$ cat src/rtl/dmac_pkg.sv
// Shared constants and types for the DMA register bank.
// Assumes four channels selected by a 2-bit field in the data byte.
package dmac_pkg;
    localparam int NCH   = 4;
    localparam int CH_W  = $clog2(NCH);

    // Offsets whose decode the rest of the block depends on.
    typedef enum logic [3:0] {
        OFS_CMD_STAT = 4'h8,
        OFS_REQ      = 4'h9,
        OFS_MASK_ONE = 4'hA,
        OFS_MODE     = 4'hB,
        OFS_PTR_CLR  = 4'hC,
        OFS_MCLR     = 4'hD,
        OFS_MASK_CLR = 4'hE,
        OFS_MASK_ALL = 4'hF
    } ofs_e;

    // One-cycle strobes for the control side, produced by the decoder.
    typedef struct packed {
        logic cmd_wr;
        logic req_wr;
        logic mask_one;
        logic mode_wr;
        logic ptr_clr;
        logic mclr;
        logic mask_clr;
        logic mask_all;
    } ctl_strb_t;
endpackage

$ cat src/rtl/dmac_decode.sv
// Port decoder: turns the strobes and the offset into per-register
// write enables and side-effect pulses. Assumes at most one access per
// cycle; a write takes priority over a simultaneous read.
module dmac_decode
    import dmac_pkg::*;
(
    input  logic            wr_en,
    input  logic            rd_en,
    input  logic [3:0]      port,
    output logic [NCH-1:0]  wr_addr,
    output logic [NCH-1:0]  wr_cnt,
    output logic            chan_acc,
    output logic            rd_act,
    output ctl_strb_t       strb
);
    logic is_chan;
    logic [CH_W-1:0] ch;

    assign is_chan = (port[3] == 1'b0);
    assign ch      = port[CH_W:1];
    assign rd_act  = rd_en & ~wr_en;

    // Channel register write enables, one per channel and kind.
    always_comb begin
        wr_addr = '0;
        wr_cnt  = '0;
        if (wr_en && is_chan) begin
            if (port[0]) wr_cnt[ch]  = 1'b1;
            else         wr_addr[ch] = 1'b1;
        end
    end

    // Any address/count access moves the shared byte pointer.
    assign chan_acc = is_chan & (wr_en | rd_act);

    // Control-side strobes; only writes have side effects.
    always_comb begin
        strb = '0;
        if (wr_en) begin
            case (port)
                OFS_CMD_STAT: strb.cmd_wr   = 1'b1;
                OFS_REQ:      strb.req_wr   = 1'b1;
                OFS_MASK_ONE: strb.mask_one = 1'b1;
                OFS_MODE:     strb.mode_wr  = 1'b1;
                OFS_PTR_CLR:  strb.ptr_clr  = 1'b1;
                OFS_MCLR:     strb.mclr     = 1'b1;
                OFS_MASK_CLR: strb.mask_clr = 1'b1;
                OFS_MASK_ALL: strb.mask_all = 1'b1;
                default:      strb = '0;
            endcase
        end
    end
endmodule

$ cat src/rtl/dmac_chan_regs.sv
// One channel's address and count registers, each a base/current pair.
// A host write loads one byte of both copies; an engine load replaces the
// whole current copy unless the host writes that register in the same cycle.
module dmac_chan_regs #(
    parameter int DATA_W = 8
) (
    input  logic                clk,
    input  logic                rst_n,
    input  logic                wr_addr,
    input  logic                wr_cnt,
    input  logic                hi_sel,
    input  logic [DATA_W-1:0]   wdata,
    input  logic                eng_ld,
    input  logic [2*DATA_W-1:0] eng_addr,
    input  logic [2*DATA_W-1:0] eng_cnt,
    output logic [2*DATA_W-1:0] base_addr,
    output logic [2*DATA_W-1:0] cur_addr,
    output logic [2*DATA_W-1:0] base_cnt,
    output logic [2*DATA_W-1:0] cur_cnt
);
    localparam int REG_W = 2 * DATA_W;

    // Replace the selected byte of a value with the host data.
    function automatic logic [REG_W-1:0] put_byte(input logic [REG_W-1:0] v,
                                                  input logic hi,
                                                  input logic [DATA_W-1:0] d);
        logic [REG_W-1:0] r;
        r = v;
        if (hi) r[REG_W-1:DATA_W] = d;
        else    r[DATA_W-1:0]     = d;
        return r;
    endfunction

    // Address pair: host byte write beats engine reload.
    always_ff @(posedge clk) begin
        if (!rst_n) begin
            base_addr <= '0;
            cur_addr  <= '0;
        end else if (wr_addr) begin
            base_addr <= put_byte(base_addr, hi_sel, wdata);
            cur_addr  <= put_byte(cur_addr, hi_sel, wdata);
        end else if (eng_ld) begin
            cur_addr  <= eng_addr;
        end
    end

    // Count pair: same precedence as the address pair.
    always_ff @(posedge clk) begin
        if (!rst_n) begin
            base_cnt <= '0;
            cur_cnt  <= '0;
        end else if (wr_cnt) begin
            base_cnt <= put_byte(base_cnt, hi_sel, wdata);
            cur_cnt  <= put_byte(cur_cnt, hi_sel, wdata);
        end else if (eng_ld) begin
            cur_cnt  <= eng_cnt;
        end
    end
endmodule

$ cat src/rtl/dmac_ctrl_regs.sv
// Control side: command, terminal-count flags, requests, masks, mode
// fields and the shared byte pointer. Master clear and reset share one
// path; mode fields are kept across master clear.
module dmac_ctrl_regs
    import dmac_pkg::*;
#(
    parameter int DATA_W = 8
) (
    input  logic                      clk,
    input  logic                      rst_n,
    input  ctl_strb_t                 strb,
    input  logic                      chan_acc,
    input  logic [DATA_W-1:0]         wdata,
    input  logic [NCH-1:0]            eng_tc_set,
    input  logic [NCH-1:0]            eng_req_clr,
    output logic [DATA_W-1:0]         cmd_q,
    output logic [NCH-1:0]            tc_q,
    output logic [NCH-1:0]            req_q,
    output logic [NCH-1:0]            mask_q,
    output logic [NCH*(DATA_W-2)-1:0] mode_q,
    output logic                      ptr_q
);
    localparam int MODE_W = DATA_W - 2;

    logic            clr_all;
    logic [CH_W-1:0] sel_ch;
    logic            sel_val;
    logic [NCH-1:0]  req_nxt;

    assign clr_all = ~rst_n | strb.mclr;
    assign sel_ch  = wdata[CH_W-1:0];
    assign sel_val = wdata[CH_W];

    // Byte pointer: cleared by reset, master clear or pointer clear.
    always_ff @(posedge clk) begin
        if (clr_all || strb.ptr_clr) ptr_q <= 1'b0;
        else if (chan_acc)           ptr_q <= ~ptr_q;
    end

    // Command register.
    always_ff @(posedge clk) begin
        if (clr_all)          cmd_q <= '0;
        else if (strb.cmd_wr) cmd_q <= wdata;
    end

    // Sticky terminal-count flags.
    always_ff @(posedge clk) begin
        if (clr_all) tc_q <= '0;
        else         tc_q <= tc_q | eng_tc_set;
    end

    // Request bits: engine retires first, host write overrides.
    always_comb begin
        req_nxt = req_q & ~eng_req_clr;
        if (strb.req_wr) req_nxt[sel_ch] = sel_val;
    end

    // Request register update.
    always_ff @(posedge clk) begin
        if (clr_all) req_q <= '0;
        else         req_q <= req_nxt;
    end

    // Mask bits: single-bit, clear-all and load-all forms.
    always_ff @(posedge clk) begin
        if (clr_all)             mask_q <= '1;
        else if (strb.mask_clr)  mask_q <= '0;
        else if (strb.mask_all)  mask_q <= wdata[NCH-1:0];
        else if (strb.mask_one)  mask_q[sel_ch] <= sel_val;
    end

    // Per-channel mode fields from the upper data bits.
    for (genvar i = 0; i < NCH; i++) begin : g_mode
        always_ff @(posedge clk) begin
            if (!rst_n)
                mode_q[i*MODE_W +: MODE_W] <= '0;
            else if (strb.mode_wr && sel_ch == CH_W'(i))
                mode_q[i*MODE_W +: MODE_W] <= wdata[DATA_W-1:2];
        end
    end
endmodule

$ cat src/rtl/dmac_regbank.sv
// Top of the DMA programming register bank. Decodes the host port,
// holds per-channel and control registers and muxes read data.
// Read data is combinational during the read strobe cycle.
module dmac_regbank
    import dmac_pkg::*;
#(
    parameter int DATA_W = 8,
    localparam int REG_W  = 2 * DATA_W,
    localparam int MODE_W = DATA_W - 2
) (
    input  logic                  clk,
    input  logic                  rst_n,
    input  logic                  wr_en,
    input  logic                  rd_en,
    input  logic [3:0]            port,
    input  logic [DATA_W-1:0]     wdata,
    output logic [DATA_W-1:0]     rdata,
    input  logic [NCH-1:0]        eng_ld,
    input  logic [NCH*REG_W-1:0]  eng_addr,
    input  logic [NCH*REG_W-1:0]  eng_cnt,
    input  logic [NCH-1:0]        eng_tc_set,
    input  logic [NCH-1:0]        eng_req_clr,
    output logic [NCH*REG_W-1:0]  base_addr_o,
    output logic [NCH*REG_W-1:0]  cur_addr_o,
    output logic [NCH*REG_W-1:0]  base_cnt_o,
    output logic [NCH*REG_W-1:0]  cur_cnt_o,
    output logic [NCH*MODE_W-1:0] mode_o,
    output logic [NCH-1:0]        mask_o,
    output logic [NCH-1:0]        req_o,
    output logic [DATA_W-1:0]     cmd_o
);
    logic [NCH-1:0]  wr_addr, wr_cnt;
    logic            chan_acc, rd_act, ptr_w;
    ctl_strb_t       strb;
    logic [NCH-1:0]  tc_w;
    logic [REG_W-1:0] rd_word;
    logic [CH_W-1:0] rd_ch;

    dmac_decode u_dec (
        .wr_en(wr_en), .rd_en(rd_en), .port(port),
        .wr_addr(wr_addr), .wr_cnt(wr_cnt),
        .chan_acc(chan_acc), .rd_act(rd_act), .strb(strb)
    );

    for (genvar c = 0; c < NCH; c++) begin : g_ch
        dmac_chan_regs #(.DATA_W(DATA_W)) u_ch (
            .clk(clk), .rst_n(rst_n),
            .wr_addr(wr_addr[c]), .wr_cnt(wr_cnt[c]),
            .hi_sel(ptr_w), .wdata(wdata),
            .eng_ld(eng_ld[c]),
            .eng_addr(eng_addr[c*REG_W +: REG_W]),
            .eng_cnt(eng_cnt[c*REG_W +: REG_W]),
            .base_addr(base_addr_o[c*REG_W +: REG_W]),
            .cur_addr(cur_addr_o[c*REG_W +: REG_W]),
            .base_cnt(base_cnt_o[c*REG_W +: REG_W]),
            .cur_cnt(cur_cnt_o[c*REG_W +: REG_W])
        );
    end

    dmac_ctrl_regs #(.DATA_W(DATA_W)) u_ctl (
        .clk(clk), .rst_n(rst_n), .strb(strb), .chan_acc(chan_acc),
        .wdata(wdata), .eng_tc_set(eng_tc_set), .eng_req_clr(eng_req_clr),
        .cmd_q(cmd_o), .tc_q(tc_w), .req_q(req_o), .mask_q(mask_o),
        .mode_q(mode_o), .ptr_q(ptr_w)
    );

    assign rd_ch = port[CH_W:1];

    // Select the current word addressed by a channel-port read.
    always_comb begin
        if (port[0]) rd_word = cur_cnt_o[rd_ch*REG_W +: REG_W];
        else         rd_word = cur_addr_o[rd_ch*REG_W +: REG_W];
    end

    // Read data mux; write-only offsets return zero.
    always_comb begin
        rdata = '0;
        if (rd_act) begin
            if (!port[3])
                rdata = ptr_w ? rd_word[REG_W-1:DATA_W] : rd_word[DATA_W-1:0];
            else if (port == OFS_CMD_STAT)
                rdata = DATA_W'({req_o, tc_w});
        end
    end
endmodule

$ cat config.mk
export PLATFORM = sky130hd
export DESIGN_NAME = dmac_regbank
export DESIGN_NICKNAME = d
export VERILOG_FILES = /design/src/rtl/dmac_pkg.sv /design/src/rtl/dmac_decode.sv /design/src/rtl/dmac_chan_regs.sv /design/src/rtl/dmac_ctrl_regs.sv /design/src/rtl/dmac_regbank.sv
export SDC_FILE = /design/constraint.sdc
export NUM_CORES = 1
export LEC_CHECK = 0
export ABC_CLOCK_PERIOD_IN_PS = 2000
export BUFFER_PORTS_ARGS = -buffer_cell sky130_fd_sc_hd__buf_2
export CAP_MARGIN = 20
export CORE_ASPECT_RATIO = 1.5
export CORE_MARGIN = 2
export CORE_UTILIZATION = 24
export CTS_CLUSTER_DIAMETER = 200
export DETAILED_ROUTE_END_ITERATION = 10
export PLACE_DENSITY = 0.48
export SLEW_MARGIN = 20
export SYNTH_ARGS = -nofsm -noshare
export SYNTH_HDL_FRONTEND = slang
export SYNTH_SLANG_ARGS = --single-unit
$ cat constraint.sdc
create_clock -name clk -period 2 [get_ports clk]
set_clock_uncertainty 0.15 [all_clocks]
set_input_delay 0.2 -clock clk [delete_from_list [all_inputs] [get_ports clk]]
set_output_delay 0.2 -clock clk [all_outputs]
set_load 0.02 [all_outputs]
# Word level (Yosys, flattened, before mapping)
# Index checks and enable logic that the tools add are counted.
[classes]
n_addsub = 0
multipliers = 0
div = 0
magnitude_cmp = 4
n_eq_ne = 27
shifts = 2
mux = 46
bitwise_logic = 11
n_reduce_logical = 50
[op_table]
columns = ["op", "count"]
rows = [
  ["two-way mux 16 bit", 17],
  ["indexed part select 64 x 7 -> 16 bit", 2],
  ["AND reduction 2 bit", 32],
  ["two-way mux 8 bit", 7],
  ["== test 4 bit, second input constant", 8],
  ["two-way mux 4 bit", 8],
  ["inequality test 2 x 1 -> 1 bit, second input constant", 8],
  ["inequality test 2 bit, second input constant", 8],
  ["nonzero test 2 bit", 8],
  ["two-way mux 1 bit", 10],
  ["bitwise mux 4 bit", 2],
  ["logical AND 1 bit", 7],
  ["< comparator 2 x 3 -> 1 bit, second input constant", 2],
  ["bitwise AND 4 bit", 1],
  ["demux 1 bit (select 2 bit)", 2],
  ["== test 2 bit, second input constant", 2],
  ["greater-or-equal comparator 2 x 1 -> 1 bit, second input constant", 2],
  ["inverter 1 bit", 4],
  ["inverter 4 bit", 1],
  ["OR 4 bit", 1],
  ["nonzero test 3 bit", 1],
  ["bitwise AND 1 bit", 2],
  ["== test 2 x 1 -> 1 bit, second input constant", 1],
  ["logical NOT 2 bit", 1],
  ["2 further kinds", 3],
]
[word_totals]
reg_bits = 301
latch_bits = 0
ram_bits = 0
mem_bits_ro = 0
memories = 0

# Logic depth before layout (Yosys ltp)
# Gate-level depths: netlist of the first run.
[depth]
depth_word = 8
mapped_depth = 8
mapped_depth_nobuf = 4

# By module
# From an unflattened synthesis of the first run, not the netlist that was laid out.
[hier_totals]
cells_unflattened = 1486
area_unflattened_um2 = 14436.3
[by_module_without_submodules]
columns = ["mod", "instances", "cells_per_inst", "area_each_um2", "seq_area_each_um2"]
rows = [
  ["dmac_chan_regs", 4, 299, 2842.7, 1281.2],
  ["dmac_ctrl_regs", 1, 170, 1774.2, 900.9],
  ["dmac_regbank", 1, 94, 1159.9, 0.0],
  ["dmac_decode", 1, 26, 131.4, 0.0],
]

# Least setup slack after synthesis of the first run
# No wires, ideal clock.
[synth_path]
path_kind = "in2out"
startpoint = "in port[2]"
endpoint = "out rdata[1]"
arrival_ns = 1.689
required_ns = 1.650
setup_slack_ns = -0.039
stages = 6
cell_sequence = "buf_6 -> buf_2 -> mux4_2 -> mux2_2 -> a22oi_1 -> nand2_1"
[synth_between]
elab_chain_cells = 5
word_cells_on_any_way = 8
cone_classes = "eq/ne (1); shift (2); mux (5)"
[synth_lines]
columns = ["element", "line_no", "rtl"]
rows = [
  ["from (decl)", "dmac_regbank.sv:15", "input logic [3:0] port,"],
  ["indexed part select 64 x 7 -> 16 bit, on equally long branches", "dmac_regbank.sv:72, dmac_regbank.sv:71", ""],
  ["two-way mux 16 bit", "dmac_regbank.sv:71", "if (port[0]) rd_word = cur_cnt_o[rd_ch*REG_W +: REG_W];"],
  ["two-way mux 8 bit", "dmac_regbank.sv:80", "rdata = ptr_w ? rd_word[REG_W-1:DATA_W] : rd_word[DATA_W-1:0];"],
  ["two-way mux 8 bit *", "dmac_regbank.sv:79", "if (!port[3])"],
  ["two-way mux 8 bit *", "dmac_regbank.sv:78", "if (rd_act) begin"],
  ["to (decl)", "dmac_regbank.sv:17", "output logic [DATA_W-1:0] rdata,"],
]
# Every way passes the cells marked *; elsewhere a longest branch is shown, timed or not.

# Worst setup path after layout of the first run
[layout_path]
startpoint = "reg g_ch[3].u_ch.cur_addr[9]"
endpoint = "out rdata[1]"
[layout_between]
elab_chain_cells = 5
[layout_lines]
columns = ["element", "line_no", "rtl"]
rows = [
  ["from (decl)", "dmac_chan_regs.sv:17", "output logic [2*DATA_W-1:0] cur_addr,"],
  ["from (signal assigned)", "dmac_chan_regs.sv:41", "cur_addr <= put_byte(cur_addr, hi_sel, wdata);"],
  ["from (signal assigned)", "dmac_chan_regs.sv:43", "cur_addr <= eng_addr;"],
  ["indexed part select 64 x 7 -> 16 bit", "dmac_regbank.sv:72", "else rd_word = cur_addr_o[rd_ch*REG_W +: REG_W];"],
  ["two-way mux 16 bit", "dmac_regbank.sv:71", ""],
  ["two-way mux 8 bit", "dmac_regbank.sv:80", ""],
  ["two-way mux 8 bit", "dmac_regbank.sv:79", ""],
  ["two-way mux 8 bit", "dmac_regbank.sv:78", ""],
]
# Every way passes these cells.

==> reports/metrics.cfg, run 1 <==
[detailed_routing]
drc_errors = 0
vias = 15260
wire_per_inst_um = 23.88
vias_per_cell = 4.907
detail-route-antenna-nets = 0
first_pass_iters = 5
wirelength_mm = 74.26
number_of_violations_reported_at_the_end_of_detailed_routing_iteration_0 = 884

[sta]
finalWorstPathRequiredPeriod_ns = 2.463
report.final.hold_viol_count = 0
max_clock_freq_mhz = 406.0
unrepaired_setup_endpoints_after_global_routing = yes
final-setup-viol-count = 8
report.final.slew_viol_count = 0
worst_slew_pin_slew_ns = 0.7862
final.period_utilization_pct = 123.2
final.setup.worst_slack_ns = -0.4632
max-slew-margin-rel_pct = 47.28

[final_layout]
synthToLayoutAreaGrowth_pct = 51.40
regArea_um2 = 6065
drive_gt1_share_pct = 40.31
non_filler_cells_final = 3110
nFillCells = 6018
most-common-layout-cells = sky130_fd_sc_hd__buf_2 (451), sky130_fd_sc_hd__dfxtp_1 (280), sky130_fd_sc_hd__nand2_1 (276)
layout.cells.most_common = sky130_fd_sc_hd__buf_2
finalNetCount = 2469
multi_input_gate_area_in_the_final_layout_um2 = 7293

[synthesis]
synthDistinctLibCells = 55
synth-seq-area-share_pct = 42.67
yosys_warnings = 0
synth_nets = 1759
syn_area_per_cell_um2 = 8.809
synthArstFlopShare_pct = 0
edff_count_synth = 0
synth_top_flop_cell = sky130_fd_sc_hd__dfxtp_1
flip_flop_and_latch_count_after_synthesis = 301
synth_cells = 1603
netlist_area_um2 = 14120

[hold_path]
hold_path_class = in2reg

[clock_network]
cts.htree.levels = 2
cts_buffers = 35
cts_max_path_buffers = 3
cts.clk_slew.worst_paths_ns = 0.06
cts_tree = yes
root_driver = sky130_fd_sc_hd__clkbuf_16
clock_insertion_delay_worst_skew_ns = 0.55
cts.sinks = 301

[grt]
groute.layer.met1.usage_pct = 26.68
grt_pass1_wl_mm = 104.8
grtUsageTotal_pct = 23.50
grtUsageMet3_pct = 4.971
global_route.overflow_total = 0
antenna_violations_before_repair = 9
grt_max_degree = 72
first_global_vias = 15379
grt.busiest_layer = met2
global_route.usage.met2_pct = 41.67

[critical_path]
cp-start-kind = flip-flop
crit_arrival_ns = 2.11
maximum_fanout_along_the_worst_path = 3
worst-setup-path-type = reg2out
critical_path.endpoint_type = output pin
required_ns = 1.65

[floorplan]
floorplan.rows = 108
die_area_um2 = 60830
floorplan.die.height_um = 301.1
core_area_um2 = 57970
floorplan.initialDensity_pct = 24.36
width_of_the_die_um = 202.1
io_pins = 460

[placement]
post-place-cells = 2906
place.port_buffers = 459
final_wtd_congestion = 0.9135
post-dp-hpwl_mm = 57.08

[outcome]
failed_checks = setup timing
status = finished with violations

[pwr]
vdd_ir_drop_max_mv = 0.5569
p_leak_nw = 9.331
power_per_cell_area_nw_per_um2 = 740.9
power_mw = 15.84

[job]
max-cap-violations = 0

-- through the flow --
stage	hold WS [ns]	cell area [um2]	util, %	setup TNS (ns)	setup slack (ns)
floorplan	0.1658	14120	-	0	0.008068
finish	0.06098	21380	36.88	-3.377	-0.4632
detailed placement	0.2701	18680	32.22	-50.74	-0.3571
global placement	0.2640	18680	32.22	-45.86	-0.3645
CTS	0.03300	21340	36.82	-3.617	-0.4811
global route	0.05437	21380	36.88	-3.793	-0.5168
-- what timing repair did --
action / CTS / global route
pin swaps: 9 / 0
gates cloned: 0 / 0
hold buffers: 137 / 0
gates resized for setup: 57 / 8
buffers inserted: 3 / 0
setup endpoints to repair: 8 / 8
hold endpoints to repair: 151 / 0
-- cells by family (layout without fill, tap and decap cells) --
family | Yosys count | after routing | synth area share, %
compound gates | 453 | 453 | 22.05
buf+inv | 166 | 900 | 6.380
mux | 78 | 78 | 7.753
other cells | 0 | 3 | 0
simple gates | 605 | 605 | 21.14
flops | 301 | 301 | 42.67
-- report_power, final --
| group | total, mW | switching (mW) | internal [mW] |
|---|---|---|---|
| sequential | 6.52 | 0.279 | 6.24 |
| combinational | 2.84 | 1.61 | 1.23 |
| clock | 6.48 | 2.78 | 3.71 |
| total | 15.8 | 4.67 | 11.2 |
-- cell type report --
class                      instances  share of cell area, %
multi-input combinational       1136                  34.11
antenna                            3                0.03511
inverter                           1                0.05267
clock inverter                    14                 0.5384
sequential                       301                  28.37
tap                              770                  4.506
clock buffer                      47                  4.740
timing repair buffer             838                  27.65
-- metal layers --
layer | vias up | routed length, um | share of wire, %
li1 | 7157 | - | -
met1 | 7365 | 28460 | 38
met2 | 583 | 37270 | 50
met3 | 147 | 4685 | 6.3
met4 | 8 | 3810 | 5.1
met5 | - | 41 | 0.055
-- cells in the mapped netlist (2+ instances only) --
library cell	number	area (um2)
sky130_fd_sc_hd__and3_1	74	462.9
sky130_fd_sc_hd__a211oi_1	48	360.4
sky130_fd_sc_hd__o211ai_1	8	60.06
sky130_fd_sc_hd__clkbuf_1	79	296.5
sky130_fd_sc_hd__nand3_1	10	50.05
sky130_fd_sc_hd__a21oi_1	270	1351
sky130_fd_sc_hd__nor3_4	8	130.1
sky130_fd_sc_hd__nand2b_1	7	43.79
sky130_fd_sc_hd__or2_1	7	43.79
sky130_fd_sc_hd__mux2i_1	46	460.4
sky130_fd_sc_hd__or3_1	9	56.30
sky130_fd_sc_hd__buf_6	12	135.1
sky130_fd_sc_hd__buf_12	3	60.06
sky130_fd_sc_hd__buf_1	2	7.510
sky130_fd_sc_hd__nor2b_1	6	37.54
sky130_fd_sc_hd__a211oi_2	80	1001
sky130_fd_sc_hd__a22oi_1	16	120.1
sky130_fd_sc_hd__nor3_1	132	660.6
sky130_fd_sc_hd__mux2_2	8	90.09
sky130_fd_sc_hd__mux4_2	23	518.0
sky130_fd_sc_hd__dfxtp_1	301	6026
sky130_fd_sc_hd__or2_2	2	12.51
sky130_fd_sc_hd__nor2_1	43	161.4
sky130_fd_sc_hd__and2_1	2	12.51
sky130_fd_sc_hd__buf_4	21	157.7
sky130_fd_sc_hd__nor3_2	3	30.03
sky130_fd_sc_hd__nand2_1	283	1062
sky130_fd_sc_hd__o21ai_0	17	85.08
sky130_fd_sc_hd__a21boi_2	8	90.09
sky130_fd_sc_hd__nand2b_4	3	41.29
sky130_fd_sc_hd__buf_2	48	240.2
-- flip-flops by register name (all words and copies together), names as in the netlist --
signal / count
g_ch.u_ch.cur_addr: 64
u_ctl.mode_q: 24
u_ctl.tc_q: 4
g_ch.u_ch.base_addr: 64
g_ch.u_ch.base_cnt: 64
u_ctl.req_q: 4
u_ctl.mask_q: 4
u_ctl.ptr_q: 1
u_ctl.cmd_q: 8
g_ch.u_ch.cur_cnt: 64
-- final timing paths --
check | startpoint | endpoint | slack [ns] | depth (start not counted)
worst max register to register | u_ctl.ptr_q$_SDFFE_PP0P_ | g_ch[0].u_ch.cur_addr[11]$_SDFFE_PN0P_ | 0.11 | 4
worst min register to register | g_ch[0].u_ch.base_addr[12]$_SDFFE_PN0P_ | g_ch[0].u_ch.base_addr[12]$_SDFFE_PN0P_ | 0.30 | 2
worst max-delay path | g_ch[3].u_ch.cur_addr[9]$_SDFFE_PN0P_ | rdata[1] | -0.46 | 5
worst min-delay path | eng_ld[3] | g_ch[3].u_ch.cur_cnt[14]$_SDFFE_PN0P_ | 0.06 | 5
-- critical path, cell delays in order (launching register included) --
cell	delay [ns]
sky130_fd_sc_hd__dfxtp_4	0.36
sky130_fd_sc_hd__mux4_2	0.53
sky130_fd_sc_hd__mux2_2	0.29
sky130_fd_sc_hd__a22oi_2	0.14
sky130_fd_sc_hd__nand2_2	0.10
sky130_fd_sc_hd__buf_6	0.14
Power figures use the tool's default switching activity.
==> inputs of run 2 (changes only) <==
--- a/config.mk
+++ b/config.mk
@@ -9,12 +9,12 @@
 export BUFFER_PORTS_ARGS = -buffer_cell sky130_fd_sc_hd__buf_2
 export CAP_MARGIN = 20
 export CORE_ASPECT_RATIO = 1.5
-export CORE_MARGIN = 2
 export CORE_UTILIZATION = 24
 export CTS_CLUSTER_DIAMETER = 200
 export DETAILED_ROUTE_END_ITERATION = 10
-export PLACE_DENSITY = 0.48
+export PLACE_DENSITY = 0.42
 export SLEW_MARGIN = 20
 export SYNTH_ARGS = -nofsm -noshare
 export SYNTH_HDL_FRONTEND = slang
 export SYNTH_SLANG_ARGS = --single-unit
+export TNS_END_PERCENT = 30
==> run 2 against run 1 <==
  * The flow still finishes with violations (setup timing)
  * Worst setup slack improved by 0.010 ns
  * Die area fell by 1.6%
  * First-iteration DRC count fell by 13%
  * Sequential power barely moved
  * Register-to-register slack improved by 0.06 ns
  * Largest cell class unchanged
  * Sequential share of layout area fell by 0.23 points
==> reports/metrics.cfg, run 2 (synthesis gave the netlist of run 1 again) <==
[placement]
final_wtd_congestion = 0.9063
post-dp-hpwl_mm = 57.98
place.port_buffers = 459

[floorplan]
floorplan.rows = 108
die_area_um2 = 59830
floorplan.die.height_um = 299.1
width_of_the_die_um = 200.1
io_pins = 460
core_area_um2 = 57970
floorplan.initialDensity_pct = 24.36

[sta]
final-setup-viol-count = 8
max_clock_freq_mhz = 407.7
hold_ws_ns = 0.04704
report.final.hold_viol_count = 0
unrepaired_setup_endpoints_after_global_routing = yes
finalWorstPathRequiredPeriod_ns = 2.453
report.final.slew_viol_count = 0
max-slew-margin-rel_pct = 44.55
final.period_utilization_pct = 122.6
final.setup.worst_slack_ns = -0.4527
worst_slew_pin_slew_ns = 0.8317

[detailed_routing]
number_of_violations_reported_at_the_end_of_detailed_routing_iteration_0 = 773
drc_errors = 0
detail-route-antenna-nets = 0
vias = 15226
wire_per_inst_um = 24.22
wirelength_mm = 75.58
vias_per_cell = 4.879
first_pass_iters = 8

[outcome]
status = finished with violations
failed_checks = setup timing

[job]
max-cap-violations = 0

[pwr]
power_mw = 16.25
seq_power_share_pct = 40.1
share_clk_of_total_power_pct = 42.1
switchingPower_mw = 4.684
p_leak_nw = 9.403
power_frac_comb_pct = 17.8
vdd_ir_drop_max_mv = 0.5731
netSwitchingFraction_pct = 28.83
power_per_cell_area_nw_per_um2 = 752.6
intPower_mw = 11.57

[hold_path]
hold_path_class = in2reg

[grt]
first_global_vias = 15688
global_route.overflow_total = 0
grt_max_degree = 61
grtUsageTotal_pct = 24.73
grt_pass1_wl_mm = 106.7
antenna_violations_before_repair = 12

[clock_network]
cts_buffers = 35
cts.sinks = 301
cts_tree = yes
cts_max_path_buffers = 3
cts.htree.levels = 2
root_driver = sky130_fd_sc_hd__clkbuf_16
cts.clk_slew.worst_paths_ns = 0.06
clock_insertion_delay_worst_skew_ns = 0.55

[final_layout]
synthToLayoutAreaGrowth_pct = 52.91
drive_gt1_share_pct = 40.27
most-common-layout-cells = sky130_fd_sc_hd__buf_2 (452), sky130_fd_sc_hd__nand2_1 (277), sky130_fd_sc_hd__dfxtp_1 (271)
layout.cells.most_common = sky130_fd_sc_hd__buf_2
finalNetCount = 2475

[critical_path]
cp-start-kind = flip-flop
critical_path.endpoint_type = output pin
required_ns = 1.65
worst-setup-path-type = reg2out
maximum_fanout_along_the_worst_path = 3
crit_arrival_ns = 2.10

run 2: cell count changes in the layout (fill, tap and decap cells not counted), sizes merged:
cell,previous run,this run
bufinv,1,4
clkinv,10,5
clkbuf,47,50
diode,3,7
dlygate4sd3,137,143
run 2: metrics by stage:
stage	area, um2	setup TNS [ns]	util [%]	setup WS [ns]	std cells
2_1_floorplan	14120	0	-	0.008068	1603
3_3_place_gp	18800	-45.74	32.44	-0.3453	2908
3_5_place_dp	18800	-49.17	32.44	-0.3530	2908
4_1_cts	21530	-3.598	37.14	-0.4658	3114
5_1_grt	21580	-3.747	37.23	-0.5047	3118
6_report	21590	-3.325	37.25	-0.4527	3121
run 2: repair_timing:
| action | CTS | global route |
|---|---|---|
| buffers inserted | 1 | 0 |
| hold buffers | 143 | 0 |
| pin swaps | 6 | 2 |
| resized for setup | 49 | 15 |
| endpoints found under the hold margin | 150 | 0 |
| setup endpoints to repair | 8 | 8 |
run 2: layer usage:
metal,wire (um),vias to the layer above,global-route usage (%)
met5,55,-,0
met2,38170,559,43.87
met1,28480,7327,27.08
met3,4654,165,5.232
li1,-,7167,-
met4,4222,8,13.54
run 2: area by class of cell:
type                            instances  area (um2)
Clock buffer                           50        1015
Fill cell                            5997       36380
Antenna cell                            7       17.52
Inverter                                1       11.26
Clock inverter                         12       172.7
Sequential cell                       301        6076
Tap cell                              770       963.4
Timing Repair Buffer                  844        6077
Multi-Input combinational cell       1136        7259
run 2: worst max-delay path, stage by stage (launching register included):
cell and delay, ns:
sky130_fd_sc_hd__dfxtp_2 0.35, sky130_fd_sc_hd__mux4_2 0.50, sky130_fd_sc_hd__mux2_2 0.28, sky130_fd_sc_hd__a22oi_1 0.13, sky130_fd_sc_hd__nand2_1 0.13, sky130_fd_sc_hd__buf_6 0.16
run 2: power groups by stage:
stage               combinational (mW)  sequential [mW]  clock [mW]
CTS                               2.90             6.52        7.04
global placement                  2.62             6.65           0
detailed placement                2.64             6.65           0
finish                            2.89             6.52        6.83
floorplan                         1.11             6.78           0
global route                      3.05             6.53        7.22
run 2: final timing paths:
check                                              start                                endpoint  slack (ns)  cells after the start
setup reg to reg                u_ctl.ptr_q$_SDFFE_PP0P_                u_ctl.ptr_q$_SDFFE_PP0P_        0.17                      4
setup / recovery  g_ch[0].u_ch.cur_addr[10]$_SDFFE_PN0P_                                rdata[2]       -0.45                      5
hold reg to reg   g_ch[3].u_ch.base_cnt[14]$_SDFFE_PN0P_  g_ch[3].u_ch.base_cnt[14]$_SDFFE_PN0P_        0.30                      2
hold / removal                                  wdata[5]             u_ctl.cmd_q[5]$_SDFFE_PP0P_        0.05                      4
==> inputs of run 3 (changes only) <==
--- a/config.mk
+++ b/config.mk
@@ -13,6 +13,7 @@
 export CTS_CLUSTER_DIAMETER = 200
 export DETAILED_ROUTE_END_ITERATION = 10
 export PLACE_DENSITY = 0.42
+export RECOVER_POWER = 50
 export SLEW_MARGIN = 20
 export SYNTH_ARGS = -nofsm -noshare
 export SYNTH_HDL_FRONTEND = slang
==> run 3 against run 2 <==
  * Sequential power about the same
  * Final area down 1.9%
  * Fmax up 0.39%
  * Combinational power down 2%
  * Global-route usage unchanged
  * First-iteration DRC count down 10%
  * Non-clock buffer count unchanged
  * The flow still finishes with violations (setup timing)
  * Highest routed layer unchanged
  * Largest power group unchanged
  * Register-to-register slack worse by 0.04 ns
  * Flip-flop and latch count unchanged
==> reports/metrics.cfg, run 3 (synthesis gave the netlist of run 1 again) <==
[detailed_routing]
wire_per_inst_um = 24.15
detail-route-antenna-nets = 0
vias = 15205
drc_errors = 0
number_of_violations_reported_at_the_end_of_detailed_routing_iteration_0 = 694
wirelength_mm = 75.40
vias_per_cell = 4.870
first_pass_iters = 5

[hold_path]
timing.hold.worst.start = wdata[5]
hold_path_class = in2reg
hold_path_end = u_ctl.cmd_q[5]$_SDFFE_PP0P_
hold-path-cell-count = 4

[placement]
place_ws_ns = -0.3530
post_dp_cell_area_um2 = 18800
post-dp-hpwl_mm = 57.98
place.port_buffers = 459
final_wtd_congestion = 0.9063

[critical_path]
worst-setup-path-type = reg2out
crit_arrival_ns = 2.09
r2r_setup_slack_ns = 0.13
worstRegToRegCells = 5
maximum_fanout_along_the_worst_path = 2
cp-start-kind = flip-flop
critical_path.endpoint_type = output pin
required_ns = 1.65
capture_point_of_the_worst_reg_to_reg_path = g_ch[3].u_ch.cur_addr[7]$_SDFFE_PN0P_
timing.rr.start = u_ctl.ptr_q$_SDFFE_PP0P_

[grt]
grtUsageTotal_pct = 24.73
grt_pass1_wl_mm = 106.7
antenna_violations_before_repair = 12
grt_max_degree = 61
global_route.overflow_total = 0
first_global_vias = 15688

[sta]
final.setup.worst_slack_ns = -0.4431
max-slew-margin-rel_pct = 46.42
max_clock_freq_mhz = 409.3
finalWorstPathRequiredPeriod_ns = 2.443
final-setup-viol-count = 25
timing.setup.tns_ns = -4.195
worst_slew_pin_slew_ns = 0.8038
unrepaired_setup_endpoints_after_global_routing = yes
report.final.slew_viol_count = 0
final.period_utilization_pct = 122.2
report.final.hold_viol_count = 0

[floorplan]
die_area_um2 = 59830
io_pins = 460
floorplan.die.height_um = 299.1
floorplan.initialDensity_pct = 24.36
core_area_um2 = 57970
width_of_the_die_um = 200.1
floorplan.rows = 108

[job]
max-cap-violations = 0

[final_layout]
fin_area_um2 = 21190
regArea_um2 = 6070
synthToLayoutAreaGrowth_pct = 50.05
finalNetCount = 2475
layout.cells.most_common = sky130_fd_sc_hd__nand2_1
most-common-layout-cells = sky130_fd_sc_hd__nand2_1 (277), sky130_fd_sc_hd__dfxtp_1 (276), sky130_fd_sc_hd__clkbuf_1 (274)
multi_input_gate_area_in_the_final_layout_um2 = 7244
drive_gt1_share_pct = 28.67
nFillCells = 6120

[clock_network]
cts.sinks = 301
cts.htree.levels = 2
cts_buffers = 35
cts_max_path_buffers = 3
cts_tree = yes
root_driver = sky130_fd_sc_hd__clkbuf_16
clock_insertion_delay_worst_skew_ns = 0.55
cts.clk_slew.worst_paths_ns = 0.06

[pwr]
power_frac_comb_pct = 17.5
vdd_ir_drop_max_mv = 0.5664
intPower_mw = 11.51
power_per_cell_area_nw_per_um2 = 763.9
seq_power_share_pct = 40.3
share_clk_of_total_power_pct = 42.2
netSwitchingFraction_pct = 28.91
switchingPower_mw = 4.680
p_leak_nw = 8.310

[outcome]
status = finished with violations
failed_checks = setup timing

## run 3: power groups by stage
| stage | combinational, mW | clock, mW | sequential [mW] |
|---|---|---|---|
| 6_report | 2.83 | 6.83 | 6.52 |
| 5_1_grt | 2.99 | 7.22 | 6.53 |
| 4_1_cts | 2.90 | 7.04 | 6.52 |
| 3_3_place_gp | 2.62 | 0 | 6.65 |
| 2_1_floorplan | 1.11 | 0 | 6.78 |
| 3_5_place_dp | 2.64 | 0 | 6.65 |
## run 3: worst max path at each step
stage          slack, ns  endpoint                                   start  depth (start not counted)
3_3_place_gp       -0.35  rdata[2]                                 port[2]                          7
6_report           -0.44  rdata[7]    g_ch[1].u_ch.cur_cnt[7]$_SDFFE_PN0P_                          5
3_5_place_dp       -0.35  rdata[4]                                 port[2]                          7
5_1_grt            -0.50  rdata[6]  g_ch[1].u_ch.cur_addr[14]$_SDFFE_PN0P_                          5
4_1_cts            -0.47  rdata[6]  g_ch[1].u_ch.cur_addr[14]$_SDFFE_PN0P_                          5
2_1_floorplan      0.008  rdata[1]                u_ctl.ptr_q$_SDFFE_PP0P_                          7
## run 3: per-layer routing
| metal | wire, um | global-route usage, % | share of wire, % |
|---|---|---|---|
| met1 | 28500 | 27.08 | 38 |
| met2 | 37930 | 43.87 | 50 |
| met3 | 4655 | 5.232 | 6.2 |
| met4 | 4264 | 13.54 | 5.7 |
| met5 | 55 | 0 | 0.073 |
## run 3: area by class of cell
cell class | instances | area share, %
Multi-Input combinational cell | 1136 | 34.19
Clock inverter | 12 | 0.8149
Clock buffer | 50 | 4.789
Tap cell | 770 | 4.547
Inverter | 1 | 0.05314
Timing Repair Buffer | 844 | 26.87
Sequential cell | 301 | 28.64
Antenna cell | 8 | 0.09448
## run 3: what timing repair did
action / CTS / global route
resized for setup: 49 / 15
endpoints found under the hold margin: 150 / 0
endpoints found under the setup margin: 8 / 8
setup buffers: 1 / 0
hold buffers: 143 / 0
pin swaps: 6 / 2
## run 3: critical path: stages (launching register included)
cell and delay, ns:
sky130_fd_sc_hd__dfxtp_1 0.36, sky130_fd_sc_hd__mux4_2 0.50, sky130_fd_sc_hd__mux2_2 0.28, sky130_fd_sc_hd__a22oi_1 0.14
sky130_fd_sc_hd__nand2_1 0.11, sky130_fd_sc_hd__buf_2 0.17
## run 3: metrics by stage
stage               util, %  power, mW  hold WS, ns  instances
floorplan                 -      7.894       0.1658       1603
global placement      32.44      9.269       0.2598       2908
detailed placement    32.44      9.285       0.2630       2908
CTS                   37.14      16.45      0.02207       3114
global route          36.53      16.75      0.04645       3118
finish                36.55      16.19      0.04870       3122
